--- config.mk ---
export PLATFORM = sky130hd
export DESIGN_NAME = rx_len_limiter
export DESIGN_NICKNAME = d
export VERILOG_FILES = /design/src/rtl/rxl_pkg.sv /design/src/rtl/rxl_frame_cnt.sv /design/src/rtl/rxl_regs.sv /design/src/rtl/rx_len_limiter.sv
export SDC_FILE = /design/constraint.sdc
export NUM_CORES = 1
export LEC_CHECK = 0
export BUFFER_PORTS_ARGS = -buffer_cell sky130_fd_sc_hd__buf_2
export CAP_MARGIN = 20
export CORE_ASPECT_RATIO = 0.8
export CORE_UTILIZATION = 33
export DETAILED_ROUTE_END_ITERATION = 12
export SLEW_MARGIN = 20
export SYNTH_ARGS = -nofsm -noshare
export SYNTH_HDL_FRONTEND = slang
export SYNTH_SLANG_ARGS = --single-unit
--- constraint.sdc ---
create_clock -name clk -period 5.6 [get_ports clk]
set_clock_uncertainty 0.05 [all_clocks]
set_input_delay 0.28 -clock clk [delete_from_list [all_inputs] [get_ports clk]]
set_output_delay 0.28 -clock clk [all_outputs]
set_load 0.02 [all_outputs]
--- src/rtl/rxl_pkg.sv ---
package rxl_pkg;

    localparam int DATA_W = 8;
    localparam int REG_AW = 3;

    typedef enum logic [REG_AW-1:0] {
        RA_LIM_LO = 3'd0,
        RA_LIM_HI = 3'd1,
        RA_CNT_LO = 3'd2,
        RA_CNT_HI = 3'd3,
        RA_STAT   = 3'd4
    } reg_addr_e;

    localparam int STAT_EXC_BIT = 0;

    typedef struct packed {
        logic              sof;
        logic              vld;
        logic [DATA_W-1:0] data;
    } rx_evt_t;

    typedef struct packed {
        logic              wr;
        logic              rd;
        logic [REG_AW-1:0] addr;
        logic [DATA_W-1:0] wdata;
    } reg_req_t;

    function automatic logic [DATA_W-1:0] zext_hi(input logic [DATA_W-1:0] v, input int w);
        logic [DATA_W-1:0] m;
        m = (w >= DATA_W) ? '1 : ((DATA_W)'(1) << w) - 1'b1;
        return v & m;
    endfunction

endpackage

--- src/rtl/rxl_frame_cnt.sv ---
module rxl_frame_cnt
    import rxl_pkg::*;
#(
    parameter int CNT_W = 13
) (
    input  logic             clk,
    input  logic             rst,
    input  logic             mode_en,
    input  rx_evt_t          evt,
    input  logic [CNT_W-1:0] limit,
    output logic             accept,
    output logic             drop_first,
    output logic [CNT_W-1:0] cnt_q
);
    localparam logic [CNT_W-1:0] CNT_MAX = {CNT_W{1'b1}};

    logic             cut_q;
    logic [CNT_W-1:0] base;
    logic             blk;
    logic             at_lim;

    always_comb begin
        base       = evt.sof ? '0 : cnt_q;
        blk        = evt.sof ? 1'b0 : cut_q;
        at_lim     = (base >= limit);
        accept     = evt.vld && (!mode_en || (!blk && !at_lim));
        drop_first = evt.vld && mode_en && !blk && at_lim;
    end

    always_ff @(posedge clk) begin
        if (rst) begin
            cnt_q <= '0;
            cut_q <= 1'b0;
        end else begin
            if (evt.sof) begin
                cnt_q <= '0;
                cut_q <= 1'b0;
            end
            if (accept && base != CNT_MAX) cnt_q <= base + 1'b1;
            if (drop_first) cut_q <= 1'b1;
        end
    end

    AST_CUT_BLOCKS: assert property (@(posedge clk) disable iff (rst)
        (cut_q && mode_en && !evt.sof) |-> !accept);
    AST_SOF_CLEARS: assert property (@(posedge clk) disable iff (rst)
        (evt.sof && !evt.vld) |=> (cnt_q == '0));
    AST_CNT_SATURATES: assert property (@(posedge clk) disable iff (rst)
        (cnt_q == CNT_MAX && !evt.sof) |=> (cnt_q == CNT_MAX));
    AST_CNT_STEP: assert property (@(posedge clk) disable iff (rst)
        (accept && !evt.sof && cnt_q != CNT_MAX) |=> (cnt_q == $past(cnt_q) + 1'b1));

endmodule

--- src/rtl/rxl_regs.sv ---
module rxl_regs
    import rxl_pkg::*;
#(
    parameter int CNT_W = 13
) (
    input  logic              clk,
    input  logic              rst,
    input  reg_req_t          req,
    input  logic [CNT_W-1:0]  cnt,
    input  logic              drop_first,
    output logic [CNT_W-1:0]  limit,
    output logic              exc_q,
    output logic [DATA_W-1:0] rdata
);
    localparam int HI_W = CNT_W - DATA_W;

    logic [DATA_W-1:0] lim_lo_q;
    logic [HI_W-1:0]   lim_hi_q;
    logic              rd_stat;

    assign limit   = {lim_hi_q, lim_lo_q};
    assign rd_stat = req.rd && (req.addr == RA_STAT);

    always_ff @(posedge clk) begin
        if (rst) begin
            lim_lo_q <= '0;
            lim_hi_q <= '0;
            exc_q    <= 1'b0;
        end else begin
            if (req.wr && req.addr == RA_LIM_LO) lim_lo_q <= req.wdata;
            if (req.wr && req.addr == RA_LIM_HI) lim_hi_q <= req.wdata[HI_W-1:0];
            if (drop_first)   exc_q <= 1'b1;
            else if (rd_stat) exc_q <= 1'b0;
        end
    end

    always_comb begin
        rdata = '0;
        case (req.addr)
            RA_LIM_LO: rdata = lim_lo_q;
            RA_LIM_HI: rdata = zext_hi(DATA_W'(lim_hi_q), HI_W);
            RA_CNT_LO: rdata = cnt[DATA_W-1:0];
            RA_CNT_HI: rdata = zext_hi(DATA_W'(cnt[CNT_W-1:DATA_W]), HI_W);
            RA_STAT:   rdata[STAT_EXC_BIT] = exc_q;
            default:   rdata = '0;
        endcase
    end

    AST_FLAG_STICKY: assert property (@(posedge clk) disable iff (rst)
        (exc_q && !rd_stat) |=> exc_q);
    AST_FLAG_CLEAR: assert property (@(posedge clk) disable iff (rst)
        (rd_stat && !drop_first) |=> !exc_q);

endmodule

--- src/rtl/rx_len_limiter.sv ---
module rx_len_limiter
    import rxl_pkg::*;
#(
    parameter int CNT_W = 13
) (
    input  logic              clk,
    input  logic              rst,
    input  logic              pkt_mode_en,
    input  logic              sof_i,
    input  logic              byte_vld_i,
    input  logic [DATA_W-1:0] byte_data_i,
    output logic              fifo_wr_o,
    output logic [DATA_W-1:0] fifo_data_o,
    input  logic              reg_wr_i,
    input  logic              reg_rd_i,
    input  logic [REG_AW-1:0] reg_addr_i,
    input  logic [DATA_W-1:0] reg_wdata_i,
    output logic [DATA_W-1:0] reg_rdata_o
);
    rx_evt_t          evt;
    reg_req_t         req;
    logic [CNT_W-1:0] limit;
    logic [CNT_W-1:0] cnt;
    logic             accept;
    logic             drop_first;
    logic             exc;

    assign evt = '{sof: sof_i, vld: byte_vld_i, data: byte_data_i};
    assign req = '{wr: reg_wr_i, rd: reg_rd_i, addr: reg_addr_i, wdata: reg_wdata_i};

    rxl_frame_cnt #(.CNT_W(CNT_W)) u_cnt (
        .clk(clk), .rst(rst), .mode_en(pkt_mode_en), .evt(evt), .limit(limit),
        .accept(accept), .drop_first(drop_first), .cnt_q(cnt)
    );

    rxl_regs #(.CNT_W(CNT_W)) u_regs (
        .clk(clk), .rst(rst), .req(req), .cnt(cnt), .drop_first(drop_first),
        .limit(limit), .exc_q(exc), .rdata(reg_rdata_o)
    );

    assign fifo_wr_o   = accept;
    assign fifo_data_o = evt.data;

    AST_DROP_SETS_FLAG: assert property (@(posedge clk) disable iff (rst)
        drop_first |=> exc);
    AST_OFF_NO_DROP: assert property (@(posedge clk) disable iff (rst)
        (!pkt_mode_en && byte_vld_i) |-> fifo_wr_o);
    AST_NO_WR_IDLE: assert property (@(posedge clk) disable iff (rst)
        !byte_vld_i |-> !fifo_wr_o);

endmodule

==> flow_metrics.env <==
export IMPL_pwr_share_clk_pct=30.7
export IMPL_reg2reg_depth=8
export IMPL_drive_gt1_share_pct=18.36
export IMPL_avgSynthCellArea_um2=7.962
export IMPL_postRouteWirelength_um=4954
export IMPL_vias_per_cell=5.153
export IMPL_ios=43
export IMPL_hpwlAfterDp_um=3785
export IMPL_synth_nets=281
export IMPL_via_count=1721
export IMPL_first_pass_iters=4
export IMPL_ys_seq_area_share_pct=28.74
export IMPL_critPathSlowestCell="o211ai_2"
export IMPL_hold_depth=3
export IMPL_final_common_cell="dfxtp_1"
export IMPL_wl_met1_um=2669
export IMPL_synth_edf_count=0
export IMPL_drc=0
export IMPL_swShare_pct=27.74
export IMPL_async_flop_share_pct=0
export IMPL_register_area_um2=560.5
export IMPL_max_vdd_ir_drop_mv=0.06808
export IMPL_rsz0062_at_grt="no"
export IMPL_synth_main_ff_cell="dfxtp_1"
export IMPL_ys_types=42
export IMPL_gp_congestion=0.8433
export IMPL_cts_htree_levels=1
export IMPL_synthAdderAreaFrac_pct=6.992
export IMPL_cp_max_fo=15
export IMPL_path_class="reg2out"
export IMPL_hold_viol=0
export IMPL_period_minus_slack_ps=3084
export IMPL_maxSlewHeadroom_pct=48.19
export IMPL_cts_resized=0
export IMPL_worstSetupStartpointType="register"
export IMPL_numCtsBuffers=3
export IMPL_clock_path_buffers=2
export IMPL_die_area_um2=6224
export IMPL_start_util_pct=34.92
export IMPL_die_h_um=70.77
export IMPL_routed_wl_met3_um=204
export IMPL_final_util_pct=37.84
export IMPL_p_total_mw=0.3769
export IMPL_wl_per_cell_um=14.83
export IMPL_post_cts_buffers=0
export IMPL_detail_route_iter0_violations=59
export IMPL_synth_top_family_by_area="simple AND/OR/NAND/NOR gates"
export IMPL_combPwrFrac_pct=14.6
export IMPL_worstMarginPinSlew_ps=775.1
export IMPL_synth_compound_area_share_pct=15.91
export IMPL_worst_ep_required_time_ps=5270
export IMPL_power_switching_mw=0.1045
export IMPL_antenna_found_initial=0
export IMPL_min_path_type="in2reg"
export IMPL_clkLatencyLatePin_ps=280
export IMPL_top_layer_used="met4"
export IMPL_grt_max_degree=33
export IMPL_grtUsageTotal_pct=17.05
export IMPL_placed_cells=331
export IMPL_synthMuxAreaShare_pct=8.403
export IMPL_cts_hold_buffers=0
export IMPL_grt_pass1_wl_um=8245
export IMPL_fillerInstances=626
export IMPL_path_clk_slew_ps=90
export IMPL_intPower_mw=0.2723
export IMPL_cap_violations=0
export IMPL_port_buffers=26
export IMPL_final_cells=334
export IMPL_yosys_area_share_xor_xnor_pct=0
export IMPL_slew_viol_final=0
export IMPL_yosys_warnings=0
export IMPL_cp_end_kind="output port"
export IMPL_seq_power_share_pct=54.8
export IMPL_multi_input_area_um2=1220
export IMPL_diodes=0
export IMPL_syn_cell_area_um2=1951
export IMPL_dr_wl_met2_um=2071
export IMPL_cts_root_buffer="clkbuf_8"
export IMPL_synth_seq_cells=28
export IMPL_min_period_over_period_pct=55.07
export IMPL_pwr_density_cell_nw_per_um2=178.3
export IMPL_cts_tree="done"
export IMPL_final_cell_mix="28 x dfxtp_1, 26 x a21oi_1, 26 x buf_2"
export IMPL_rows=24
export IMPL_layout_nets=294
export IMPL_critPathArrivalTime_ps=2750
export IMPL_outcome="finished, final reports clean"
export IMPL_max_freq_ghz=0.3243
export IMPL_syn_to_final_growth_pct=8.339
export IMPL_core_area_um2=5585
export IMPL_leakage_nw=0.8516
export IMPL_ant_nets=0
export IMPL_synthCells=245
export IMPL_synth_simple_area_share_pct=31.24
export IMPL_finalSetupTns_ps=0
export IMPL_path_cells="nor2b_1 > ha_1 > a21oi_1 > o21ai_0 > nand2b_1 > o211ai_2 > and2_1 > buf_2"
export IMPL_clock_sinks=28
export IMPL_setup_viol=0
export IMPL_die_w_um=87.96
export IMPL_critPathMaxStageDelay_ps=540
export IMPL_grt_pass1_vias=1675
export IMPL_grt_overflow=0
-- routing by layer --
layer,GRT usage [%],vias to the layer above
li1,-,883
met1,25.25,798
met2,25.93,38
met3,3.501,2
met4,2.550,0
met5,0,-
-- flip-flops by register name, summed over array words and instances, names as in the netlist --
register and cells:
u_regs.lim_lo_q 8, u_cnt.cut_q 1, u_regs.exc_q 1, u_cnt.cnt_q 13, u_regs.lim_hi_q 5
-- power by group through the flow --
stage / Combinational, mW / Clock [mW] / Sequential, mW
finish: 0.0549 / 0.116 / 0.206
global route: 0.0612 / 0.127 / 0.207
CTS: 0.0549 / 0.120 / 0.206
detailed placement: 0.0546 / 0 / 0.211
global placement: 0.0536 / 0 / 0.211
floorplan: 0.0478 / 0 / 0.210
-- critical path: cells and delay by family (launching register included) --
family                   cells  cell delay (ps)
buffers and inverters        1              170
flip-flops                   1              400
adder cells (fa/ha/maj)      1              310
AND/OR/NAND/NOR              3              750
AO/OA/AOI/OAI                3              840
-- logic make-up (layout without fill, tap and decap cells) --
| group | Yosys count | in the layout |
|---|---|---|
| AO/OA/AOI/OAI | 50 | 50 |
| adder cells (fa/ha/maj) | 11 | 11 |
| buffers and inverters | 34 | 45 |
| flip-flops | 28 | 28 |
| multiplexers | 10 | 10 |
| AND/OR/NAND/NOR | 112 | 112 |
-- stage by stage --
| step | hold WS, ps | setup slack, ps | instance area (um2) |
|---|---|---|---|
| after global placement | 416.2 | 2657 | 2072 |
| after CTS | 174.4 | 2492 | 2113 |
| after global routing | 181.3 | 2199 | 2113 |
| after floorplan | 366.0 | 3300 | 1951 |
| final | 182.2 | 2516 | 2113 |
| after detailed placement | 430.2 | 2624 | 2072 |
-- area by class of cell --
| cell class | instances | area share [%] |
|---|---|---|
| Multi-Input combinational cell | 183 | 57.73 |
| Sequential cell | 28 | 26.52 |
| Timing Repair Buffer | 27 | 6.513 |
| Tap cell | 78 | 4.618 |
| Inverter | 15 | 2.664 |
| Clock buffer | 3 | 1.954 |
-- cell usage after synthesis, types with 6 or more instances --
| library cell | count | share of area, % |
|---|---|---|
| nand3_1 | 7 | 1.8 |
| nand2b_1 | 8 | 2.6 |
| o21ai_0 | 7 | 1.8 |
| nand4_1 | 8 | 2.6 |
| buf_4 | 9 | 3.5 |
| inv_1 | 15 | 2.9 |
| clkbuf_1 | 8 | 1.5 |
| nand2_1 | 24 | 4.6 |
| nor2_1 | 20 | 3.8 |
| nor2b_1 | 11 | 3.5 |
| dfxtp_1 | 28 | 29 |
| nor3_1 | 8 | 2.1 |
| and3_1 | 6 | 1.9 |
| a21oi_1 | 26 | 6.7 |
| or3_1 | 6 | 1.9 |
| ha_1 | 10 | 6.4 |
-- final timing paths --
path                                          from                  to  slack [ps]
worst min register to register  u_regs.lim_lo_q[7]  u_regs.lim_lo_q[7]         440
worst max-delay path               u_cnt.cnt_q[12]           fifo_wr_o        2520
worst min-delay path                reg_wdata_i[7]  u_regs.lim_lo_q[7]         180
worst max register to register     u_cnt.cnt_q[12]      u_cnt.cnt_q[4]        2950
Note: power is estimated with default switching activity, not from simulation.
